File: src/rtl/cfgprot_pkg.sv
package cfgprot_pkg;

  // Which register a command addresses.
  typedef enum logic [1:0] {
    SEL_NONE   = 2'd0,
    SEL_FUNC   = 2'd1,
    SEL_LOCK   = 2'd2,
    SEL_COMMIT = 2'd3
  } reg_sel_e;

  // Decoded command for one cycle.
  typedef struct packed {
    logic     rd;
    logic     wr;
    reg_sel_e sel;
  } cmd_dec_t;

endpackage

File: src/rtl/cfgprot_decode.sv
module cfgprot_decode
  import cfgprot_pkg::*;
#(
  parameter int              ADDR_W     = 12,
  parameter logic [ADDR_W-1:0] FUNC_OFS   = 12'h420,
  parameter logic [ADDR_W-1:0] LOCK_OFS   = 12'h520,
  parameter logic [ADDR_W-1:0] COMMIT_OFS = 12'h524
) (
  input  logic              valid,
  input  logic              write,
  input  logic [ADDR_W-1:0] addr,
  output cmd_dec_t          dec
);

  reg_sel_e sel;

  always_comb begin
    if (addr == FUNC_OFS)        sel = SEL_FUNC;
    else if (addr == LOCK_OFS)   sel = SEL_LOCK;
    else if (addr == COMMIT_OFS) sel = SEL_COMMIT;
    else                         sel = SEL_NONE;
  end

  always_comb begin
    dec.rd  = valid & ~write;
    dec.wr  = valid & write;
    dec.sel = sel;
  end

endmodule

File: src/rtl/cfgprot_lock.sv
module cfgprot_lock #(
  parameter int                DATA_W = 32,
  parameter logic [DATA_W-1:0] KEY    = 32'h0ACC_E551
) (
  input  logic              clk,
  input  logic              rst_n,
  input  logic              wr_en,
  input  logic [DATA_W-1:0] wdata,
  output logic              locked
);

  logic key_match;

  // Full-width comparison: a near miss still locks.
  assign key_match = (wdata == KEY);

  always_ff @(posedge clk or negedge rst_n) begin
    if (!rst_n)     locked <= 1'b1;
    else if (wr_en) locked <= ~key_match;
  end

endmodule

File: src/rtl/cfgprot_commit.sv
module cfgprot_commit #(
  parameter int CFG_W = 8
) (
  input  logic             clk,
  input  logic             rst_n,
  input  logic             wr_en,
  input  logic             locked,
  input  logic [CFG_W-1:0] wdata,
  output logic [CFG_W-1:0] mask
);

  logic accept;

  // The gate uses the lock state held in the register before this edge.
  assign accept = wr_en & ~locked;

  always_ff @(posedge clk or negedge rst_n) begin
    if (!rst_n)      mask <= {CFG_W{1'b1}};
    else if (accept) mask <= wdata;
  end

endmodule

File: src/rtl/cfgprot_funcsel.sv
module cfgprot_funcsel #(
  parameter int             CFG_W   = 8,
  parameter logic [CFG_W-1:0] RST_VAL = '0
) (
  input  logic             clk,
  input  logic             rst_n,
  input  logic             wr_en,
  input  logic [CFG_W-1:0] mask,
  input  logic [CFG_W-1:0] wdata,
  output logic [CFG_W-1:0] sel
);

  // One enable-gated flop per pin; the commit bit qualifies the write.
  for (genvar b = 0; b < CFG_W; b++) begin : g_pin
    logic bit_en;
    assign bit_en = wr_en & mask[b];
    always_ff @(posedge clk or negedge rst_n) begin
      if (!rst_n)      sel[b] <= RST_VAL[b];
      else if (bit_en) sel[b] <= wdata[b];
    end
  end

endmodule

File: src/rtl/cfgprot_guard.sv
module cfgprot_guard
  import cfgprot_pkg::*;
#(
  parameter int                ADDR_W     = 12,
  parameter int                DATA_W     = 32,
  parameter int                CFG_W      = 8,
  parameter logic [DATA_W-1:0] KEY        = 32'h0ACC_E551,
  parameter logic [ADDR_W-1:0] FUNC_OFS   = 12'h420,
  parameter logic [ADDR_W-1:0] LOCK_OFS   = 12'h520,
  parameter logic [ADDR_W-1:0] COMMIT_OFS = 12'h524
) (
  input  logic              clk,
  input  logic              rst_n,
  input  logic              cmd_valid_i,
  input  logic              cmd_write_i,
  input  logic [ADDR_W-1:0] cmd_addr_i,
  input  logic [DATA_W-1:0] cmd_wdata_i,
  output logic              rsp_valid_o,
  output logic [DATA_W-1:0] rsp_rdata_o,
  output logic              locked_o,
  output logic [CFG_W-1:0]  afsel_o
);

  localparam int PAD_W = DATA_W - CFG_W;

  cmd_dec_t          dec;
  logic              locked_q;
  logic [CFG_W-1:0]  commit_q;
  logic [CFG_W-1:0]  afsel_q;
  logic              lock_wr, commit_wr, func_wr;
  logic [DATA_W-1:0] rd_mux;

  cfgprot_decode #(
    .ADDR_W(ADDR_W), .FUNC_OFS(FUNC_OFS),
    .LOCK_OFS(LOCK_OFS), .COMMIT_OFS(COMMIT_OFS)
  ) u_dec (
    .valid(cmd_valid_i), .write(cmd_write_i), .addr(cmd_addr_i), .dec(dec)
  );

  assign lock_wr   = dec.wr && (dec.sel == SEL_LOCK);
  assign commit_wr = dec.wr && (dec.sel == SEL_COMMIT);
  assign func_wr   = dec.wr && (dec.sel == SEL_FUNC);

  cfgprot_lock #(.DATA_W(DATA_W), .KEY(KEY)) u_lock (
    .clk(clk), .rst_n(rst_n), .wr_en(lock_wr), .wdata(cmd_wdata_i),
    .locked(locked_q)
  );

  cfgprot_commit #(.CFG_W(CFG_W)) u_commit (
    .clk(clk), .rst_n(rst_n), .wr_en(commit_wr), .locked(locked_q),
    .wdata(cmd_wdata_i[CFG_W-1:0]), .mask(commit_q)
  );

  cfgprot_funcsel #(.CFG_W(CFG_W), .RST_VAL('0)) u_func (
    .clk(clk), .rst_n(rst_n), .wr_en(func_wr), .mask(commit_q),
    .wdata(cmd_wdata_i[CFG_W-1:0]), .sel(afsel_q)
  );

  // Readback selection, zero-extended to the bus width.
  always_comb begin
    unique case (dec.sel)
      SEL_FUNC:   rd_mux = {{PAD_W{1'b0}}, afsel_q};
      SEL_COMMIT: rd_mux = {{PAD_W{1'b0}}, commit_q};
      SEL_LOCK:   rd_mux = {{(DATA_W-1){1'b0}}, locked_q};
      default:    rd_mux = '0;
    endcase
  end

  // One response beat in the cycle after each read; data is zero otherwise.
  always_ff @(posedge clk or negedge rst_n) begin
    if (!rst_n) begin
      rsp_valid_o <= 1'b0;
      rsp_rdata_o <= '0;
    end else begin
      rsp_valid_o <= dec.rd;
      rsp_rdata_o <= dec.rd ? rd_mux : '0;
    end
  end

  assign locked_o = locked_q;
  assign afsel_o  = afsel_q;

endmodule

File: config.mk
export PLATFORM = sky130hd
export DESIGN_NAME = cfgprot_guard
export DESIGN_NICKNAME = d
export VERILOG_FILES = /design/src/rtl/cfgprot_pkg.sv /design/src/rtl/cfgprot_decode.sv /design/src/rtl/cfgprot_lock.sv /design/src/rtl/cfgprot_commit.sv /design/src/rtl/cfgprot_funcsel.sv /design/src/rtl/cfgprot_guard.sv
export SDC_FILE = /design/constraint.sdc
export NUM_CORES = 1
export LEC_CHECK = 0
export BUFFER_PORTS_ARGS = -buffer_cell sky130_fd_sc_hd__buf_2
export CORE_AREA = 2 2 60 62
export DETAILED_ROUTE_END_ITERATION = 16
export DIE_AREA = 0 0 62 64
export HOLD_SLACK_MARGIN = 0.05
export MAX_ROUTING_LAYER = met4
export PLACE_DENSITY = 0.81
export SLEW_MARGIN = 20
export SYNTH_ARGS = -nofsm -noshare
export SYNTH_HDL_FRONTEND = slang
export SYNTH_SLANG_ARGS = --single-unit
File: constraint.sdc
create_clock -name clk -period 1.95 [get_ports clk]
set_input_delay 0.195 -clock clk [delete_from_list [all_inputs] [get_ports clk]]
set_output_delay 0.195 -clock clk [all_outputs]
set_load 0.01 [all_outputs]
==> flow_results.org, run 1 <==
** Drt
- Drt first pass iters :: 5
- In the routed design, unresolved DRC markers number 0.
- In the final routed layout, each cell accounts on average for 12.4 µm.
- Vias per inst :: 4.84
- DRC violation total after the first TritonRoute iteration :: 16
- Total via count in the routed design :: 1147
- Final antenna-violating net count :: 0
- The final layout contains routed wiring with a total length of 2.94 mm.

** Finish
- Fraction of layout cells with a size suffix above 1 :: 51.3%
- Most frequent cells in the layout :: 65 x buf_2, 24 x conb_1, 17 x dfrtp_1, 12 x nor2_1, 9 x dfstp_2
- Cell area after layout :: 0.00176 mm²
- Most frequent standard cell in the layout excluding fill and tap cells :: buf_2
- Number of diodes :: 0
- Final net count :: 240
- Compared with the post-synthesis result, the final layout area differs by 22.7%.

** Clock tree
- H-tree levels :: 1
- The later pin in the worst-skew pair is clocked with a latency of 0.31 ns.
- Clock buffer count from CTS :: 3
- The tree built by TritonCTS fans out to 26 sinks.
- Root Buffer :: clkbuf_4
- Setup Fix Bufs, Post-CTS :: 0
- Worst-case clock buffer depth :: 2
- After clock tree synthesis, the clock-pin slew on the worst setup and hold paths is roughly 0.13 ns.
- TritonCTS built the clock tree.
- Gates resized, CTS repair :: 0

** Critical path
- Nature of the critical path endpoint :: flop
- Critical path peak fanout :: 8
- The worst setup path is launched from an input port.
- STA puts the critical path data arrival time at about 1.9 ns.
- Req. time, crit path :: roughly 2.2 ns
- The critical path is of the input port to flop type.
- In this run the critical register-to-register path is captured at u_commit.mask[6].
- Reg2reg path depth :: 3
- Reg2Reg Setup Slack :: 0.42 ns
- Beginning of the worst register-to-register path :: u_lock.locked
- CP Capture Point :: u_commit.mask[6]
- In this run the worst setup path begins at cmd_write_i.

** Synth
- Number of distinct library cells after synthesis :: 34
- Summing the areas of all xor and xnor instances in the mapped netlist gives 0% of the synthesized area.
- Summing the areas of all fa, ha and maj instances in the mapped netlist gives 0% of the synthesized area.
- Count of warnings emitted by yosys :: 0
- Netlist Area Pre-Place :: 0.00143 mm²
- Summing the areas of all and, or, nand and nor instances in the mapped netlist gives a little under a fifth of the synthesized area.
- Fraction of synthesized area in multiplexers :: 15.4%
- The share of the Yosys chip area taken by registers is 46.2%.
- In this run, synthesis produced a sequential element count of 26.
- Instance count of the mapped netlist :: 125
- Summing the areas of all compound-gate instances in the mapped netlist gives 5.07% of the synthesized area.
- Main combinational cell family by area after synthesis :: simple AND/OR/NAND/NOR gates
- Syn Area/Cell :: 11.5 µm²

** Power
- Summed over all nets, the switching power comes to 217 µW.
- The analysis attributes to cell leakage a power of 0.915 nW.
- Relative contribution of combinational cells to total power :: between 10% and 20%
- For this design the ratio of total power to cell area is approximately 520 mW/mm².
- Cell internal power was estimated by the tool at 704 µW.
- The clock network is responsible for roughly 29% of the overall power.
- The worst-case IR drop observed on VDD is 0.241 mV.
- Registers are responsible for 58.9% of the overall power.
- Switching share of power :: a little under a quarter

** Die
- Die W :: 62 µm
- Pin placement for this block handled 90 I/O pins.
- Core Region :: 0.00328 mm²
- Number of cell rows :: 21
- The floorplan step defined a die boundary enclosing 0.00397 mm².
- Starting density of the core :: 43.6%
- The floorplan step set the die height to 64 µm.

** Global route
- Initial antenna violation count :: 0
- Total congestion overflow :: 0
- The via count of the first global-routing pass was between 1k and 1.5k.
- Across every metal layer, demand over resource in global routing totals around 16%.
- Global-route wire length before repair :: around 4.8 mm
- Entering global routing, the biggest net connects 27 pins.

** Place
- Buffers placed on the I/O ports in this run total 65.
- Detailed placement HPWL :: 2.32 mm
- Once placement finished, the instance area stood at 0.00170 mm².
- The congestion estimate from routability-driven global placement came to between 0.7 and 0.8.

** Timing
- Setup violations remaining at the end of the flow were counted as 0.
- Worst clock skew :: 0.00835 ns
- Max-slew violations :: 0
- Maximum achievable frequency :: 0.625 GHz
- Setup repair after global routing missed its margin :: no
- In this run the tightest slew margin relative to its limit is 63.1%.
- Slew at the pin closest to its max-slew limit :: 0.554 ns
- Setup tns final :: 0 ns
- Final worst path period need :: 1.60 ns
- Final cycle utilization of the critical path :: between 80 and 90%
- The count of endpoints failing hold in the final timing report was 0.

** Status
- Run status :: completed

** Flow run
- Number of maximum-capacitance constraint violations :: 0

** Worst hold path
- Worst min-delay path class :: input port to flop
kinds of logic after synthesis:
group           after synthesis
flops                        26
compound gates               10
buf+inv                      30
other cells                   1
mux                          17
simple gates                 41
flip-flops by register name, indices dropped and copies added (netlist names):
register / cells
u_func.sel: 8
u_commit.mask: 8
rsp_rdata_o: 8
u_lock.locked: 1
rsp_valid_o: 1
metal layers:
layer  wire length, µm  GRT usage, %
met5                 0             -
met4                10          3.99
met3               273          2.63
met2              1450          27.7
met1              1200          19.1
metrics by stage:
stage / power, mW / utilization [%] / std cells / hold WS (ns) / setup WS, ns
after floorplan: 0.629 / - / 148 / -0.101 / 0.512
after global placement: 0.660 / 51.8 / 231 / 0.204 / 0.245
after detailed placement: 0.662 / 51.8 / 231 / 0.210 / 0.199
after CTS: 0.923 / 53.2 / 236 / 0.0546 / 0.422
after global routing: 0.971 / 53.5 / 237 / 0.107 / 0.338
final: 0.921 / 53.5 / 237 / 0.126 / 0.351
worst max-delay path, stage by stage:
cell           delay [ns]
dlygate4sd3_1        0.52
buf_2                0.13
nand4b_1             0.09
or3_1                0.54
mux2_4               0.38
repair_timing:
action | in CTS | in global routing
hold buffers | 1 | 1
setup endpoints to repair | 0 | 0
hold endpoints to repair | 17 | 1
synth_stat cells (all sizes together):
cell type | number | area share [%]
a21oi | 1 | 0.35
a31oi | 1 | 0.44
or3 | 2 | 0.96
a41oi | 1 | 0.61
nor3 | 1 | 0.70
nand2 | 1 | 0.26
mux2 | 16 | 15
a22oi | 7 | 3.7
nor2b | 1 | 0.44
mux2i | 1 | 0.70
nor4 | 3 | 1.7
nand4 | 2 | 0.87
and2 | 1 | 0.44
buf | 26 | 14
inv | 1 | 0.26
dfrtp | 17 | 30
nand3 | 8 | 2.8
dfstp | 9 | 17
nor4b | 2 | 1.7
clkbuf | 3 | 0.79
nor2 | 12 | 3.1
nand4b | 2 | 1.2
nand3b | 1 | 0.52
and3b | 1 | 0.70
nand4bb | 1 | 0.79
conb | 1 | 0.26
nor4bb | 3 | 2.1
power by group through the flow:
stage                     combinational [mW]  sequential (mW)  clock (mW)
final                                  0.113            0.543       0.265
after CTS                              0.112            0.543       0.269
after floorplan                       0.0767            0.553           0
after global placement                 0.108            0.552           0
after detailed placement               0.110            0.552           0
after global routing                   0.126            0.543       0.302
worst min path at each step:
stage	start	to	slack (ns)	cells after the start
after floorplan	rst_n	rsp_rdata_o[0]	-0.10	0
after global routing	cmd_wdata_i[0]	u_func.sel[0]	0.11	2
final	cmd_valid_i	rsp_valid_o	0.13	2
after detailed placement	rst_n	rsp_rdata_o[5]	0.21	1
after CTS	cmd_write_i	rsp_valid_o	0.05	2
after global placement	rst_n	u_func.sel[5]	0.20	1
layout make-up:
| type | count | area (µm²) |
|---|---|---|
| clock buffer | 4 | 36.3 |
| tap | 46 | 57.6 |
| multi-input combinational | 92 | 646 |
| fill | 284 | 1530 |
| inverter | 1 | 3.75 |
| timing repair buffer | 68 | 353 |
| sequential | 26 | 662 |
(Power assumes the default switching activity.)
==> run 2: changes to the inputs <==
--- a/config.mk
+++ b/config.mk
@@ -6,12 +6,12 @@
 export NUM_CORES = 1
 export LEC_CHECK = 0
 export BUFFER_PORTS_ARGS = -buffer_cell sky130_fd_sc_hd__buf_2
-export CORE_AREA = 2 2 60 62
+export CORE_AREA = 2 2 65 67
 export DETAILED_ROUTE_END_ITERATION = 16
-export DIE_AREA = 0 0 62 64
+export DIE_AREA = 0 0 67 69
 export HOLD_SLACK_MARGIN = 0.05
 export MAX_ROUTING_LAYER = met4
-export PLACE_DENSITY = 0.81
+export PLACE_DENSITY = 0.73
 export SLEW_MARGIN = 20
 export SYNTH_ARGS = -nofsm -noshare
 export SYNTH_HDL_FRONTEND = slang
==> constraint.sdc (replaced) <==
create_clock -name clk -period 1.4 [get_ports clk]
set_input_delay 0.14 -clock clk [delete_from_list [all_inputs] [get_ports clk]]
set_output_delay 0.14 -clock clk [all_outputs]
set_load 0.01 [all_outputs]
==> run 2 against run 1 <==
Compared with the run above:
- clock skew shrank 0.0057 ns
- largest cell class unchanged
- setup slack lost 0.32 ns
- largest power group unchanged
- sequential cell count is the same
==> flow_results.org, run 2 (same netlist as run 1, synthesis figures left out) <==
** Place
- Summing all placed instances gives a cell area of about 0.0017 mm².
- Routability-driven placement finished with a final weighted congestion of between 0.7 and 0.8.
- Placed Instances :: 239
- Summed over all nets, the half-perimeter wirelength after detailed placement is 2.29 mm.
- Before CTS, the worst setup slack after placement is -0.199 ns.
- Port Buffers :: 65

** Finish
- The area growth from synthesis to layout is 26.0%.
- Cell area after layout :: 0.00181 mm²
- Registers with the highest flip-flop counts :: rsp_rdata_o: 8 flops, u_commit.mask: 8 flops, u_func.sel: 8 flops
- The repair_antennas step left the layout with diodes totalling 0.
- Fill cell instance count of the final layout :: 380
- Final net count :: 243
- Utilization of the core after routing :: 46.1%
- The library cells used most frequently in the layout, excluding fill and tap cells, are 65 x buf_2, 24 x conb_1, 17 x dfrtp_1, 12 x nor2_1, 9 x dfstp_2.
- The finished layout holds 244 standard cells, fillers aside.
- In the final layout, the share of cells above drive strength 1 is 52.6%.
- Most frequent standard cell in the layout excluding fill and tap cells :: buf_2

** Drt
- After detailed routing, the wire length on met1 is 1.29 mm.
- Wire segments on met2 add up to 1.42 mm in the final route.
- The pre-antenna-repair detailed-routing pass consisted of 4 iterations.
- Final antenna-violating net count :: 0
- Vias per inst :: 4.49
- DRC violation total after the first TritonRoute iteration :: 48
- Total via count in the routed design :: between 1k and 1.5k
- Routed wirelength normalized by instance count :: 11.9 µm
- Top routing layer in use :: met3
- After detailed routing, the number of remaining DRC violations is 0.
- Routed wire length on met3 :: around 200 µm
- The routed design has a little under 3 mm of wire.

** Critical path
- Critical-path cell with the highest stage delay :: dfstp_2
- The worst setup path is of the flop to flop kind.
- Critical path launch point :: u_lock.locked
- Reg2Reg Setup Slack :: 0.03 ns
- Together, buffers and inverters on the worst path number 1.
- The endpoint identified for the worst register-to-register timing path is u_commit.mask[3].
- Beginning of the worst register-to-register path :: u_lock.locked
- Arrival time at the worst endpoint :: 1.57 ns
- Grouping stages by cell kind, the critical path spends the most delay in simple AND/OR/NAND/NOR gates.
- Critical path peak fanout :: 8
- Delay of the slowest cell on the worst path :: 0.37 ns
- In this run the number of cells on the critical path is 4.
- Traced cell by cell, the critical path runs through nand4b_1 > or3_1 > buf_6 > mux2_4.
- Following the worst setup path forward leads to its endpoint at u_commit.mask[3].
- STA classifies the critical path startpoint as a flop.
- STA classifies the critical path endpoint as a flop.
- Reg2reg path depth :: 4
- Data on the critical path is required at its endpoint by between 1.5 and 2 ns.

** Power
- Net switching is 22.5% of the power.
- Combinational cells account for 11.2% of the total power.
- Peak VDD IR :: roughly 0.36 mV
- The analysis attributes to cell leakage a power of 0.940 nW.
- Cell internal power was estimated by the tool at 1.07 mW.
- Of the total power, registers draw a little over half.
- Relative contribution of the clock network to total power :: 34.1%
- Power per Cell Area :: 766 mW/mm²
- P_sw :: 311 µW
- Overall power consumption :: 1.38 mW

** Status
- The run finished with clean final reports.

** Timing
- After routing, the total negative slack on setup checks comes to 0 ns.
- Final Hold Violating Endpoints :: 0
- Setup slack of the critical path after layout :: 0.0304 ns
- Hold timing on the final database bottoms out at a slack of 0.0692 ns.
- Final Setup Violations :: 0
- The count of pins over their slew limit is 0.
- Tightest slew margin relative to the limit :: a little over three fifths
- Subtracting the final worst setup slack from the clock period gives 1.37 ns.
- Final cycle utilization of the critical path :: 97.8%
- Setup repair after global routing missed its margin :: yes
- Worst clock skew :: 0.00261 ns
- Derived from the worst setup path, the maximum achievable clock frequency is 0.730 GHz.
- Slew at the pin closest to its max-slew limit :: 0.564 ns

** Clock tree
- Clock buffer count from CTS :: 3
- Number of clock sinks :: 26
- H-tree levels :: 1
- The later pin in the worst-skew pair is clocked with a latency of approximately 0.26 ns.
- After clock tree synthesis, the setup repair step added 0 buffers.
- Clock-pin slew was measured on the worst setup and hold paths at 0.09 ns.
- TritonCTS clock tree :: built
- The tree is rooted in a clkbuf_8.
- Counting along the longest clock path gives a buffer depth of 2.

** Global route
- Entering global routing, the biggest net connects 27 pins.
- Global-route wire length before repair :: 4.60 mm
- Overall routing resource usage :: 12.9%
- Summed over all layers, the global routing overflow is 0.
- The via count of the first global-routing pass came to around 1.0k.
- The initial antenna violation count was 0.

** Die
- For this configuration, the core starts out at a cell density of between 30% and 40%.
- Die outline height :: 69 µm
- Number of cell rows :: 23
- 90 I/O pins were placed.
- Core Region :: 0.00391 mm²
- Die W :: roughly 67 µm
- Die area :: 0.00462 mm²

** Worst hold path
- Worst min-delay path class :: input port to flop

** Flow run
- Number of maximum-capacitance constraint violations :: 0
==> run 2: changes by cell type in the layout (fill, tap and decap cells not counted), sizes merged <==
cell	before	now
buf	66	70
dlygate4sd3	2	1
==> run 2: power groups by stage <==
| stage | logic, mW | clock network, mW | registers, mW |
|---|---|---|---|
| after floorplan | 0.107 | 0 | 0.770 |
| after global placement | 0.151 | 0 | 0.769 |
| after detailed placement | 0.154 | 0 | 0.769 |
| after CTS | 0.156 | 0.484 | 0.755 |
| after global routing | 0.173 | 0.513 | 0.755 |
| final | 0.155 | 0.472 | 0.755 |
==> run 2: layer usage <==
layer,global-route usage [%],vias up
met3,1.96,0
met4,4.08,0
met5,-,-
met1,17.2,503
li1,-,536
met2,20.0,56
==> run 2: timing repair <==
action | CTS | global route
hold buffers | 1 | 0
pin swaps | 0 | 0
endpoints found under the hold margin | 17 | 0
endpoints found under the setup margin | 2 | 4
gates resized for setup | 1 | 0
==> run 2: how the worst min path moves through the flow <==
stage | slack (ns) | cells after the start | end | start
4_1_cts | 0.06 | 2 | rsp_valid_o | cmd_write_i
3_3_place_gp | 0.16 | 1 | u_func.sel[3] | rst_n
5_1_grt | 0.07 | 2 | rsp_valid_o | cmd_write_i
2_1_floorplan | -0.16 | 0 | rsp_rdata_o[0] | rst_n
3_5_place_dp | 0.16 | 1 | u_func.sel[3] | rst_n
6_report | 0.07 | 2 | rsp_valid_o | cmd_write_i
==> run 2: layout make-up <==
| type | count | area [µm²] | area share [%] |
|---|---|---|---|
| Clock buffer | 4 | 55.1 | 3.05 |
| Tap cell | 50 | 62.6 | 3.47 |
| Sequential cell | 26 | 662 | 36.7 |
| Multi-Input combinational cell | 92 | 646 | 35.8 |
| Inverter | 1 | 3.75 | 0.208 |
| Timing Repair Buffer | 71 | 377 | 20.9 |
==> run 3: changes to the inputs <==
--- a/config.mk
+++ b/config.mk
@@ -12,6 +12,7 @@
 export HOLD_SLACK_MARGIN = 0.05
 export MAX_ROUTING_LAYER = met4
 export PLACE_DENSITY = 0.73
+export REMOVE_ABC_BUFFERS = 1
 export SLEW_MARGIN = 20
 export SYNTH_ARGS = -nofsm -noshare
 export SYNTH_HDL_FRONTEND = slang
==> run 3 against run 2 <==
Compared with the run above:
- the run now ends with setup timing left
- total power fell by 0.12%
- clock power barely moved
- clock skew fell by 0.0010 ns
- register-to-register slack got worse by 0.05 ns
- core utilization fell by 0.38 points
- critical path depth did not move
- cell area fell by 0.83%
- non-clock buffer count fell by 2
- setup slack got worse by 0.052 ns
- combinational power barely moved
- critical endpoint is now u_commit.mask[2]
- largest power group unchanged
- highest routed layer is now met4
==> flow_results.org, run 3 (same netlist as run 1, synthesis figures left out) <==
** Status
- Run status :: finished, violations left
- The checks that failed: setup timing.

** Place
- Summed over all nets, the half-perimeter wirelength after detailed placement is between 2 and 2.5 mm.
- Prior to clock tree synthesis, the placed netlist has a worst setup slack of -0.215 ns.
- At the end of routability-driven placement, the weighted congestion stood at between 0.6 and 0.7.
- During placement, the flow inserted port buffers numbering 65.
- Placed Instances :: between 200 and 250

** Finish
- Registers with the highest flip-flop counts :: rsp_rdata_o: 8 flops, u_commit.mask: 8 flops, u_func.sel: 8 flops
- Final net count :: 241
- The library cell used most frequently in the layout, excluding fill and tap cells, is buf_2.
- Counting the fill cells in the layout gives between 300 and 400.
- Relative to the synthesized area, the layout overhead comes to 25.0%.
- Fraction of layout cells with a size suffix above 1 :: about 52%
- Once layout is complete, the cells apart from fillers number 242.
- Most frequent cells in the layout :: 65 x buf_2, 24 x conb_1, 17 x dfrtp_1, 12 x nor2_1, 9 x dfstp_2
- Number of diodes :: 0

** Die
- Die area :: approximately 0.0046 mm²
- The floorplan step set the die width to 67 µm.
- Row generation in the floorplan step produced 23 rows.
- Core Region :: around 0.0039 mm²
- Starting density of the core :: between 30% and 40%
- 90 I/O pins were placed.
- From bottom edge to top edge, the die measures 69 µm.

** Power
- For this design the ratio of total power to cell area is ~770 mW/mm².
- Relative contribution of the clock network to total power :: 34.0%
- Peak VDD IR :: 0.342 mV
- Power comes to 1.38 mW.
- P_sw :: 311 µW
- Combinational logic burns 11.3% of the power.
- The share of total power dissipated in sequential elements is 54.7%.
- Cell internal power was estimated by the tool at 1.07 mW.
- In this run switching power makes up 22.5% of total power.
- Summed over all cells, the static leakage comes to 0.930 nW.

** Timing
- For this run, the top clock speed supported by timing is 0.703 GHz.
- Max-slew violations :: 0
- Setup repair after global routing missed its margin :: yes
- Worst clock skew :: 0.00157 ns
- Final cycle utilization of the critical path :: 102%
- Setup violations remaining at the end of the flow were counted as 8.
- Final worst path period need :: 1.42 ns
- Final Hold Violating Endpoints :: 0
- Slew at the pin closest to its max-slew limit :: 0.555 ns
- Headroom to the max-slew limit came out at 63.0%.
- In the post-route analysis, the smallest setup slack over all paths is -0.0220 ns.

** Critical path
- Nature of the critical path endpoint :: flop
- STA classifies the critical path startpoint as a flop.
- Of all nets on the critical path, the largest fanout is 8.
- Delay of the slowest cell on the worst path :: 0.37 ns
- Critical-path cell with the highest stage delay :: dfstp_2
- Type of the worst setup path :: flop to flop
- The critical path runs through a total of 4 cells.
- The kind of cell with the highest combined delay along the critical path is simple AND/OR/NAND/NOR gates.
- Req. time, crit path :: 1.60 ns
- Reg2reg path depth :: 4
- The endpoint identified for the worst register-to-register timing path is u_commit.mask[2].
- In this run the critical register-to-register path is launched from u_lock.locked.
- Critical-path cell list :: nand4b_1 > or3_1 > buf_6 > mux2_4
- In this run the register-to-register setup slack is -0.02 ns.
- Arrival time at the worst endpoint :: 1.62 ns
- Counting both buffers and inverters, the worst setup path holds a total of 1.

** Drt
- Summing over every cut layer, the via total after detailed routing is 1087.
- Dividing the detail-routed via count by the number of cells gives between 4 and 5.
- Number of remaining DRC errors :: 0
- The final layout contains routed wiring with a total length of 3.13 mm.
- Final antenna-violating net count :: 0
- Dividing the detail-routed wire length by the instance count gives 12.9 µm.
- In this run, the number of DRC markers left after iteration 0 of detailed routing was between 60 and 70.
- Drt first pass iters :: 4

** Clock tree
- CTS built an H-tree with a depth of 1.
- Clock tree synthesis inserted a total of 3 buffers.
- After clock tree synthesis, the clock-pin slew on the worst setup and hold paths is 0.08 ns.
- The clock drives 26 sinks.
- The longest clock path from root to sink contains 2 buffers.
- Root Buffer :: clkbuf_8
- Skew-Pair Late Insertion Delay :: 0.26 ns
- TritonCTS clock tree :: built

** Global route
- Global routing consumed, over all layers together, 14.5% of the routing resources.
- The via count of the first global-routing pass came to 1126.
- Pin count of the biggest net entering global routing :: 27
- The total overflow left after global routing is 0.
- The initial antenna violation count is 0.
- The first global-routing pass estimated 5.15 mm of wire.

** Worst hold path
- Startpoint of the most critical hold path :: cmd_write_i
- The worst hold path passes through 2 cells.
- Worst min-delay path class :: input port to flop
- For hold timing, the worst endpoint is rsp_valid_o.

** Flow run
- Max-cap violations in this run came to 0.
-- run 3: cell count changes in the layout (fill, tap and decap cells not counted), sizes merged --
cell  before  now
buf       70   68
-- run 3: worst max path at each step --
stage	end	slack [ns]	start
3_3_place_gp	u_commit.mask[6]	-0.16	cmd_addr_i[3]
4_1_cts	u_commit.mask[2]	-0.02	u_lock.locked
3_5_place_dp	u_commit.mask[2]	-0.22	cmd_addr_i[7]
6_report	u_commit.mask[2]	-0.02	u_lock.locked
2_1_floorplan	u_commit.mask[0]	-0.07	cmd_addr_i[7]
5_1_grt	u_commit.mask[4]	-0.04	u_lock.locked
-- run 3: per-stage QoR --
| step | utilization, % | hold slack [ns] | area, µm² | TNS [ns] |
|---|---|---|---|---|
| 3_3_place_gp | 44.0 | 0.158 | 1720 | -1.34 |
| 4_1_cts | 45.7 | 0.0757 | 1790 | -0.101 |
| 6_report | 45.7 | 0.0896 | 1790 | -0.124 |
| 3_5_place_dp | 44.0 | 0.163 | 1720 | -2.00 |
| 2_1_floorplan | - | -0.156 | 1310 | -0.552 |
| 5_1_grt | 45.7 | 0.0825 | 1790 | -0.269 |
-- run 3: layout make-up --
class | count | area [µm²] | area share (%)
clock buffer | 4 | 55.1 | 3.07
inverter | 1 | 3.75 | 0.210
multi-input combinational | 92 | 646 | 36.1
sequential | 26 | 662 | 37.0
tap | 50 | 62.6 | 3.49
timing repair buffer | 69 | 362 | 20.2
-- run 3: power groups by stage --
stage / clock network (mW) / registers (mW) / logic (mW)
6_report: 0.470 / 0.755 / 0.156
5_1_grt: 0.522 / 0.756 / 0.174
4_1_cts: 0.488 / 0.755 / 0.155
3_5_place_dp: 0 / 0.769 / 0.152
3_3_place_gp: 0 / 0.769 / 0.150
2_1_floorplan: 0 / 0.770 / 0.0532
-- run 3: timing repair --
action	4_1_cts	5_1_grt
buffers inserted	0	0
endpoints found under the hold margin	17	0
resized for setup	1	0
hold buffers	1	0
setup endpoints to repair	8	8
-- run 3: routing by layer --
| layer | part of all wire (%) | vias to the layer above | global-route usage (%) |
|---|---|---|---|
| li1 | - | 530 | - |
| met1 | 41 | 508 | 17.5 |
| met2 | 53 | 46 | 25.0 |
| met3 | 5.2 | 3 | 0.816 |
| met4 | 0.48 | 0 | 5.22 |
| met5 | 0 | - | - |
